==> src/rtl/tsdep_pkg.sv <==
package tsdep_pkg;

  // Request op codes shared by the local port and both ring links.
  typedef enum logic [1:0] {
    OP_ALLOC   = 2'b00,
    OP_STORE   = 2'b01,
    OP_RELEASE = 2'b10,
    OP_LOAD    = 2'b11
  } tsop_e;

  // Entry life cycle.
  typedef enum logic [1:0] {
    ST_FREE = 2'b00,
    ST_PEND = 2'b01,
    ST_DATA = 2'b10,
    ST_REL  = 2'b11
  } tsst_e;

endpackage

==> src/rtl/tsdep_match.sv <==
// Associative lookup: lowest occupied entry whose tag equals the key.
module tsdep_match #(
  parameter int NUM_ENTRIES = 8,
  parameter int ADDR_W      = 16,
  parameter int IDX_W       = 3
) (
  input  logic [NUM_ENTRIES-1:0]             occupied,
  input  logic [NUM_ENTRIES-1:0][ADDR_W-1:0] tags,
  input  logic [ADDR_W-1:0]                  key,
  output logic                               hit,
  output logic [IDX_W-1:0]                   idx
);

  always_comb begin
    hit = 1'b0;
    idx = '0;
    for (int e = 0; e < NUM_ENTRIES; e++) begin
      if (!hit && occupied[e] && (tags[e] == key)) begin
        hit = 1'b1;
        idx = IDX_W'(e);
      end
    end
  end

endmodule

==> src/rtl/tsdep_slot_alloc.sv <==
// Hands distinct free entries to requesters, lower requester first.
module tsdep_slot_alloc #(
  parameter int NUM_ENTRIES = 8,
  parameter int NUM_REQ     = 2,
  parameter int IDX_W       = 3
) (
  input  logic [NUM_ENTRIES-1:0]          occupied,
  input  logic [NUM_REQ-1:0]              need,
  output logic [NUM_REQ-1:0]              grant_ok,
  output logic [NUM_REQ-1:0][IDX_W-1:0]   grant_idx
);

  logic [NUM_ENTRIES-1:0] avail;

  always_comb begin
    avail     = ~occupied;
    grant_ok  = '0;
    grant_idx = '0;
    for (int r = 0; r < NUM_REQ; r++) begin
      if (need[r]) begin
        for (int e = 0; e < NUM_ENTRIES; e++) begin
          if (!grant_ok[r] && avail[e]) begin
            grant_ok[r]  = 1'b1;
            grant_idx[r] = IDX_W'(e);
          end
        end
        if (grant_ok[r]) avail[grant_idx[r]] = 1'b0;
      end
    end
  end

endmodule

==> src/rtl/tsdep_fwd_lane.sv <==
// One registered downstream lane with hold-on-retry.
module tsdep_fwd_lane #(
  parameter int ADDR_W = 16,
  parameter int DATA_W = 32
) (
  input  logic              clk,
  input  logic              rst_n,
  input  logic              flush,
  input  logic              hold,
  input  logic              load_en,
  input  logic [1:0]        in_op,
  input  logic [ADDR_W-1:0] in_addr,
  input  logic [DATA_W-1:0] in_data,
  output logic              out_valid,
  output logic [1:0]        out_op,
  output logic [ADDR_W-1:0] out_addr,
  output logic [DATA_W-1:0] out_data
);

  logic valid_d;
  logic pay_en;

  always_comb begin
    pay_en = 1'b0;
    if (flush) begin
      valid_d = 1'b0;
    end else if (out_valid && hold) begin
      valid_d = 1'b1;
    end else begin
      valid_d = load_en;
      pay_en  = load_en;
    end
  end

  always_ff @(posedge clk or negedge rst_n) begin
    if (!rst_n) out_valid <= 1'b0;
    else        out_valid <= valid_d;
  end

  always_ff @(posedge clk) begin
    if (pay_en) begin
      out_op   <= in_op;
      out_addr <= in_addr;
      out_data <= in_data;
    end
  end

endmodule

==> src/rtl/tsdep_buffer.sv <==
module tsdep_buffer
  import tsdep_pkg::*;
#(
  parameter int NUM_ENTRIES = 8,
  parameter int NUM_PORTS   = 2,
  parameter int ADDR_W      = 16,
  parameter int DATA_W      = 32
) (
  input  logic                              clk,
  input  logic                              rst_n,
  input  logic                              flush,
  input  logic [NUM_PORTS-1:0]              loc_valid,
  input  logic [NUM_PORTS-1:0][1:0]         loc_op,
  input  logic [NUM_PORTS-1:0][ADDR_W-1:0]  loc_addr,
  input  logic [NUM_PORTS-1:0][DATA_W-1:0]  loc_wdata,
  output logic [NUM_PORTS-1:0]              loc_stall,
  output logic [NUM_PORTS-1:0]              loc_fwd,
  output logic [NUM_PORTS-1:0]              loc_miss,
  output logic [NUM_PORTS-1:0][DATA_W-1:0]  loc_rdata,
  input  logic [NUM_PORTS-1:0]              up_valid,
  input  logic [NUM_PORTS-1:0][1:0]         up_op,
  input  logic [NUM_PORTS-1:0][ADDR_W-1:0]  up_addr,
  input  logic [NUM_PORTS-1:0][DATA_W-1:0]  up_data,
  output logic [NUM_PORTS-1:0]              up_retry,
  output logic [NUM_PORTS-1:0]              dn_valid,
  output logic [NUM_PORTS-1:0][1:0]         dn_op,
  output logic [NUM_PORTS-1:0][ADDR_W-1:0]  dn_addr,
  output logic [NUM_PORTS-1:0][DATA_W-1:0]  dn_data,
  input  logic [NUM_PORTS-1:0]              dn_retry
);

  localparam int IDX_W = (NUM_ENTRIES > 1) ? $clog2(NUM_ENTRIES) : 1;

  // Entry table
  tsst_e [NUM_ENTRIES-1:0]             st_q, st_d;
  logic  [NUM_ENTRIES-1:0][ADDR_W-1:0] tag_q, tag_d;
  logic  [NUM_ENTRIES-1:0][DATA_W-1:0] val_q, val_d;
  logic  [NUM_ENTRIES-1:0]             ent_we;
  logic  [NUM_ENTRIES-1:0]             occupied;

  always_comb begin
    for (int e = 0; e < NUM_ENTRIES; e++) occupied[e] = (st_q[e] != ST_FREE);
  end

  // Lookups
  logic [NUM_PORTS-1:0]            l_hit, u_hit;
  logic [NUM_PORTS-1:0][IDX_W-1:0] l_idx, u_idx;

  genvar gp;
  generate
    for (gp = 0; gp < NUM_PORTS; gp++) begin : g_lookup
      tsdep_match #(.NUM_ENTRIES(NUM_ENTRIES), .ADDR_W(ADDR_W), .IDX_W(IDX_W)) i_lmatch (
        .occupied (occupied),
        .tags     (tag_q),
        .key      (loc_addr[gp]),
        .hit      (l_hit[gp]),
        .idx      (l_idx[gp])
      );
      tsdep_match #(.NUM_ENTRIES(NUM_ENTRIES), .ADDR_W(ADDR_W), .IDX_W(IDX_W)) i_umatch (
        .occupied (occupied),
        .tags     (tag_q),
        .key      (up_addr[gp]),
        .hit      (u_hit[gp]),
        .idx      (u_idx[gp])
      );
    end
  endgenerate

  // Same-address arbitration: lower index wins
  logic [NUM_PORTS-1:0] l_conf, u_conf;

  always_comb begin
    l_conf = '0;
    u_conf = '0;
    for (int p = 0; p < NUM_PORTS; p++) begin
      for (int q = 0; q < NUM_PORTS; q++) begin
        if (q < p) begin
          if (loc_valid[p] && loc_valid[q] && (loc_addr[q] == loc_addr[p])) l_conf[p] = 1'b1;
          if (up_valid[p]  && up_valid[q]  && (up_addr[q]  == up_addr[p]))  u_conf[p] = 1'b1;
        end
      end
    end
  end

  // Upstream lanes: slot allocation and retry
  logic [NUM_PORTS-1:0]            u_need, u_acc, g_ok;
  logic [NUM_PORTS-1:0][IDX_W-1:0] g_idx;

  always_comb begin
    for (int l = 0; l < NUM_PORTS; l++) begin
      u_need[l] = up_valid[l] && !u_conf[l] && !u_hit[l] &&
                  ((up_op[l] == OP_ALLOC) || (up_op[l] == OP_STORE));
    end
  end

  tsdep_slot_alloc #(.NUM_ENTRIES(NUM_ENTRIES), .NUM_REQ(NUM_PORTS), .IDX_W(IDX_W)) i_slots (
    .occupied  (occupied),
    .need      (u_need),
    .grant_ok  (g_ok),
    .grant_idx (g_idx)
  );

  always_comb begin
    for (int l = 0; l < NUM_PORTS; l++) begin
      up_retry[l] = up_valid[l] && (u_conf[l] || (u_need[l] && !g_ok[l]));
      u_acc[l]    = up_valid[l] && !up_retry[l];
    end
  end

  // Table next state
  always_comb begin
    st_d   = st_q;
    tag_d  = tag_q;
    val_d  = val_q;
    ent_we = '0;
    if (flush) begin
      for (int e = 0; e < NUM_ENTRIES; e++) st_d[e] = ST_FREE;
    end else begin
      for (int l = 0; l < NUM_PORTS; l++) begin
        if (u_acc[l]) begin
          if (u_hit[l]) begin
            case (up_op[l])
              OP_ALLOC:   st_d[u_idx[l]] = ST_PEND;
              OP_STORE: begin
                st_d[u_idx[l]]   = ST_DATA;
                val_d[u_idx[l]]  = up_data[l];
                ent_we[u_idx[l]] = 1'b1;
              end
              OP_RELEASE: st_d[u_idx[l]] = ST_REL;
              default:    ;
            endcase
          end else if (u_need[l] && g_ok[l]) begin
            st_d[g_idx[l]]   = (up_op[l] == OP_STORE) ? ST_DATA : ST_PEND;
            tag_d[g_idx[l]]  = up_addr[l];
            val_d[g_idx[l]]  = up_data[l];
            ent_we[g_idx[l]] = 1'b1;
          end
        end
      end
    end
  end

  always_ff @(posedge clk or negedge rst_n) begin
    if (!rst_n) begin
      for (int e = 0; e < NUM_ENTRIES; e++) st_q[e] <= ST_FREE;
    end else begin
      st_q <= st_d;
    end
  end

  always_ff @(posedge clk) begin
    for (int e = 0; e < NUM_ENTRIES; e++) begin
      if (ent_we[e]) begin
        tag_q[e] <= tag_d[e];
        val_q[e] <= val_d[e];
      end
    end
  end

  // Local port responses
  logic [NUM_PORTS-1:0] l_is_load, dn_busy, dn_load;

  always_comb begin
    for (int p = 0; p < NUM_PORTS; p++) begin
      l_is_load[p] = (loc_op[p] == OP_LOAD);
      dn_busy[p]   = dn_valid[p] && dn_retry[p];
      loc_stall[p] = loc_valid[p] &&
                     (l_conf[p] ||
                      (l_is_load[p] && l_hit[p] && (st_q[l_idx[p]] == ST_PEND)) ||
                      (!l_is_load[p] && dn_busy[p]));
      loc_fwd[p]   = loc_valid[p] && !l_conf[p] && l_is_load[p] && l_hit[p] &&
                     (st_q[l_idx[p]] == ST_DATA);
      loc_miss[p]  = loc_valid[p] && !l_conf[p] && l_is_load[p] &&
                     (!l_hit[p] || (st_q[l_idx[p]] == ST_REL));
      loc_rdata[p] = loc_fwd[p] ? val_q[l_idx[p]] : '0;
      dn_load[p]   = loc_valid[p] && !l_is_load[p] && !l_conf[p] && !dn_busy[p];
    end
  end

  // Downstream lanes
  generate
    for (gp = 0; gp < NUM_PORTS; gp++) begin : g_dn
      tsdep_fwd_lane #(.ADDR_W(ADDR_W), .DATA_W(DATA_W)) i_lane (
        .clk       (clk),
        .rst_n     (rst_n),
        .flush     (flush),
        .hold      (dn_retry[gp]),
        .load_en   (dn_load[gp]),
        .in_op     (loc_op[gp]),
        .in_addr   (loc_addr[gp]),
        .in_data   (loc_wdata[gp]),
        .out_valid (dn_valid[gp]),
        .out_op    (dn_op[gp]),
        .out_addr  (dn_addr[gp]),
        .out_data  (dn_data[gp])
      );
    end
  endgenerate

endmodule

==> config.mk <==
export PLATFORM = sky130hd
export DESIGN_NAME = tsdep_buffer
export DESIGN_NICKNAME = d
export VERILOG_FILES = /design/src/rtl/tsdep_pkg.sv /design/src/rtl/tsdep_match.sv /design/src/rtl/tsdep_slot_alloc.sv /design/src/rtl/tsdep_fwd_lane.sv /design/src/rtl/tsdep_buffer.sv
export SDC_FILE = /design/constraint.sdc
export NUM_CORES = 2
export LEC_CHECK = 0
export BUFFER_PORTS_ARGS = -buffer_cell sky130_fd_sc_hd__buf_2
export CORE_MARGIN = 3
export CORE_UTILIZATION = 50
export DETAILED_ROUTE_END_ITERATION = 8
export GPL_ROUTABILITY_DRIVEN = 0
export HOLD_SLACK_MARGIN = 0.06
export PLACE_DENSITY = 0.71
export RECOVER_POWER = 25
export SYNTH_ARGS = -nofsm -noshare
export SYNTH_HDL_FRONTEND = slang
export SYNTH_SLANG_ARGS = --single-unit
==> constraint.sdc <==
create_clock -name clk -period 12 [get_ports clk]
set_clock_uncertainty 0.2 [all_clocks]
set_input_delay 0.6 -clock clk [delete_from_list [all_inputs] [get_ports clk]]
set_output_delay 0.6 -clock clk [all_outputs]
set_load 0.02 [all_outputs]
==> flow_metrics.env <==
export IMPL_outcome="complete, but fails checks"
export IMPL_violations="design-rule violations, max-capacitance violations, max-slew violations"
export IMPL_slew_violations=102
export IMPL_grt_antenna_before_repair=16
export IMPL_fill_cells=6826
export IMPL_cap_violations=2
export IMPL_cts_htree_levels=2
export IMPL_dpl_hpwl_um=94500
export IMPL_synthArstFlopShare_pct=3.59
export IMPL_crit_path_start_kind="primary input"
export IMPL_dieHeight_um=286
export IMPL_timing_final_crit_share_pct=59.3
export IMPL_final_util_pct=55.8
export IMPL_clock_path_buffers=3
export IMPL_hold_viol=0
export IMPL_portBuffers=382
export IMPL_initial_core_util_pct=50.6
export IMPL_yosysSeqAreaShare_pct=38.2
export IMPL_first_global_vias=33300
export IMPL_ys_ff_latch=502
export IMPL_drt_wl_total_um=151000
export IMPL_cp_endpoint="loc_rdata[35]"
export IMPL_area_delta_synth_final_pct=10.3
export IMPL_fmax_mhz=140
export IMPL_final_cell_mix="edfxtp_1 (484), nor2_1 (411), nand2_1 (355)"
export IMPL_num_rows=102
export IMPL_synth_top_flop_cell="edfxtp_1"
export IMPL_synth_nets=4313
export IMPL_grt_use_total_pct=35.2
export IMPL_powerDensity_nw_per_um2=102
export IMPL_reg2reg_from="st_q[11]$_DFF_PN0_"
export IMPL_hold_path_class="in -> reg"
export IMPL_ys_warn_count=0
export IMPL_maxSlewHeadroom_pct=-89.1
export IMPL_required_ns=11.20
export IMPL_synthDistinctLibCells=94
export IMPL_layout_nets=4380
export IMPL_p_leak_nw=15.9
export IMPL_detail_route_wl_per_cell_um=28.6
export IMPL_die_width_um=286
export IMPL_cts_made_buffers=56
export IMPL_first_pass_iters=9
export IMPL_peakVddDrop_mv=0.174
export IMPL_ctsResizeCount=0
export IMPL_core_area_um2=77600
export IMPL_cts_root_buf="clkbuf_16"
export IMPL_overflow=0
export IMPL_drc=17
export IMPL_synth_compound_area_share_pct=12.9
export IMPL_cp_end_kind="output port"
export IMPL_critPathMaxFanout=66
export IMPL_reg2reg_depth=13
export IMPL_rsz0062_at_grt="no"
export IMPL_fin_crit_ns=7.12
export IMPL_netlist_area_um2=39200
export IMPL_whs_ns=0.126
export IMPL_fin_tns_setup_ns=0
export IMPL_ios=383
export IMPL_drtAntennaViolNets=0
export IMPL_reg2reg_to="val_q[93]$_DFFE_PP_"
export IMPL_viasPerCell=6.71
export IMPL_cts_setup_buffers=0
export IMPL_synthXorXnorAreaFrac_pct=12.1
export IMPL_syn_area_per_cell_um2=9.56
export IMPL_die_area_um2=81900
export IMPL_setup_violations=0
export IMPL_final_common_cell="edfxtp_1"
export IMPL_startpoint="loc_addr[29]"
export IMPL_grt_max_degree=136
export IMPL_synthAdderAreaFrac_pct=0.0255
export IMPL_r2r_slack_ns=5.07
export IMPL_synth_top_family_by_area="multiplexers"
export IMPL_tightest_slew_ns=2.84
export IMPL_critPathKind="in -> out"
export IMPL_synth_edf_count=484
export IMPL_clk_latency_ns=0.69
export IMPL_vias=35400
export IMPL_synthMuxAreaShare_pct=16.5
export IMPL_synthSimpleGateAreaFrac_pct=13.7
export IMPL_cts_tree="done"
export IMPL_cp_data_arrival_time_ns=6.32
export IMPL_hold_buffers=71
export IMPL_drt_iter0_drc=5524
export IMPL_clock_sinks=502
export IMPL_clkTransAtPathRegs_ns=0.06
export IMPL_grt_pass1_wl_um=217000
export IMPL_syn_inst=4104
export IMPL_drive_gt1_share_pct=16.9
sequential cells by signal (all words and copies together) (netlist names):
name and cells:
st_q 16, val_q 256, g_dn.i_lane.out_op 4, tag_q 128, g_dn.i_lane.out_valid 2, g_dn.i_lane.out_data 64
g_dn.i_lane.out_addr 32
synth_stat cells (13+ instances only):
cell	instances	area share, %
mux2_2	217	6.2
o21ai_0	188	2.4
a32oi_1	83	1.9
o21ai_1	13	0.17
mux2_4	29	1.1
nand3_1	42	0.54
buf_4	59	1.1
nor4_1	75	1.2
a211oi_1	39	0.75
or4_1	15	0.29
buf_6	16	0.46
mux2i_1	349	8.9
nor3_1	47	0.60
a31oi_1	58	0.92
or2_2	13	0.21
xnor2_1	261	5.8
inv_1	23	0.22
edfxtp_1	484	37
nand4_1	83	1.3
clkbuf_1	198	1.9
buf_2	196	2.5
nand2_1	361	3.5
xor2_1	283	6.3
nand2b_1	13	0.21
buf_1	32	0.31
nor2_1	414	4.0
dfrtp_1	18	1.1
a32o_1	65	1.7
a21oi_1	247	3.1
power by group:
| group | switching (W) | total, W | internal, W |
|---|---|---|---|
| registers | 0.0000318 | 0.00198 | 0.00195 |
| clock network | 0.000791 | 0.00189 | 0.00110 |
| logic | 0.000362 | 0.000540 | 0.000178 |
| total | 0.00118 | 0.00442 | 0.00323 |
per-layer routing:
metal  part of all wire [%]  track usage, %  vias up
met5                  0.091           0.952        -
li1                       -               -    15000
met4                    7.1            20.1        8
met2                     42            51.8     2872
met1                     37            45.4    16700
met3                     14            11.5      721
final cells by class:
type                    instances  area, um^2  area share, %
multi-input cells            3075       22000           50.8
clock buffers                  66        1440           3.32
diodes                         16        40.0         0.0925
repair buffers                513        2890           6.68
inverters                      23        86.3          0.199
clock inverters                38         549           1.27
well taps                    1040        1300           3.01
flip-flops and latches        502       15000           34.6
stage by stage:
stage          instance area, um^2  total power, W  worst slack (ns)  instances
2_1_floorplan                39200         0.00235              5.82       4104
3_3_place_gp                 40800         0.00251              5.16       5082
3_5_place_dp                 40800         0.00252              5.01       5082
4_1_cts                      43500         0.00440              5.23       5257
5_1_grt                      43300         0.00451              4.85       5265
6_report                     43300         0.00442              4.88       5273
kinds of logic after synthesis:
family,Yosys count
simple gates,1145
flops,502
xor+xnor,544
buf+inv,527
compound gates,780
mux,605
fa+ha+maj,1
how the worst min path moves through the flow:
stage                      from                                 end  slack [ns]  cells past startpoint
CTS                 up_data[53]                val_q[181]$_DFFE_PP_        0.11                      3
floorplan                 rst_n  g_dn[0].i_lane.out_valid$_DFF_PN0_        0.10                      0
global route        up_data[49]                 val_q[49]$_DFFE_PP_        0.12                      3
finish              up_data[53]                val_q[181]$_DFFE_PP_        0.13                      3
detailed placement        rst_n  g_dn[0].i_lane.out_valid$_DFF_PN0_        0.38                      1
global placement          rst_n  g_dn[0].i_lane.out_valid$_DFF_PN0_        0.37                      1
critical path: stages:
cell and delay, ns:
clkbuf_1 0.87, xnor2_1 0.24, nand2_1 0.08, nor4bb_1 0.39, nand4b_1 0.27, o211ai_1 0.21, a21o_4 0.49, buf_4 0.67
buf_4 0.94, mux2_2 0.42, nor2_1 0.11, a21oi_1 0.06, mux2i_1 0.51, nor2_1 0.08, buf_2 0.20
(Power assumes the default switching activity.)
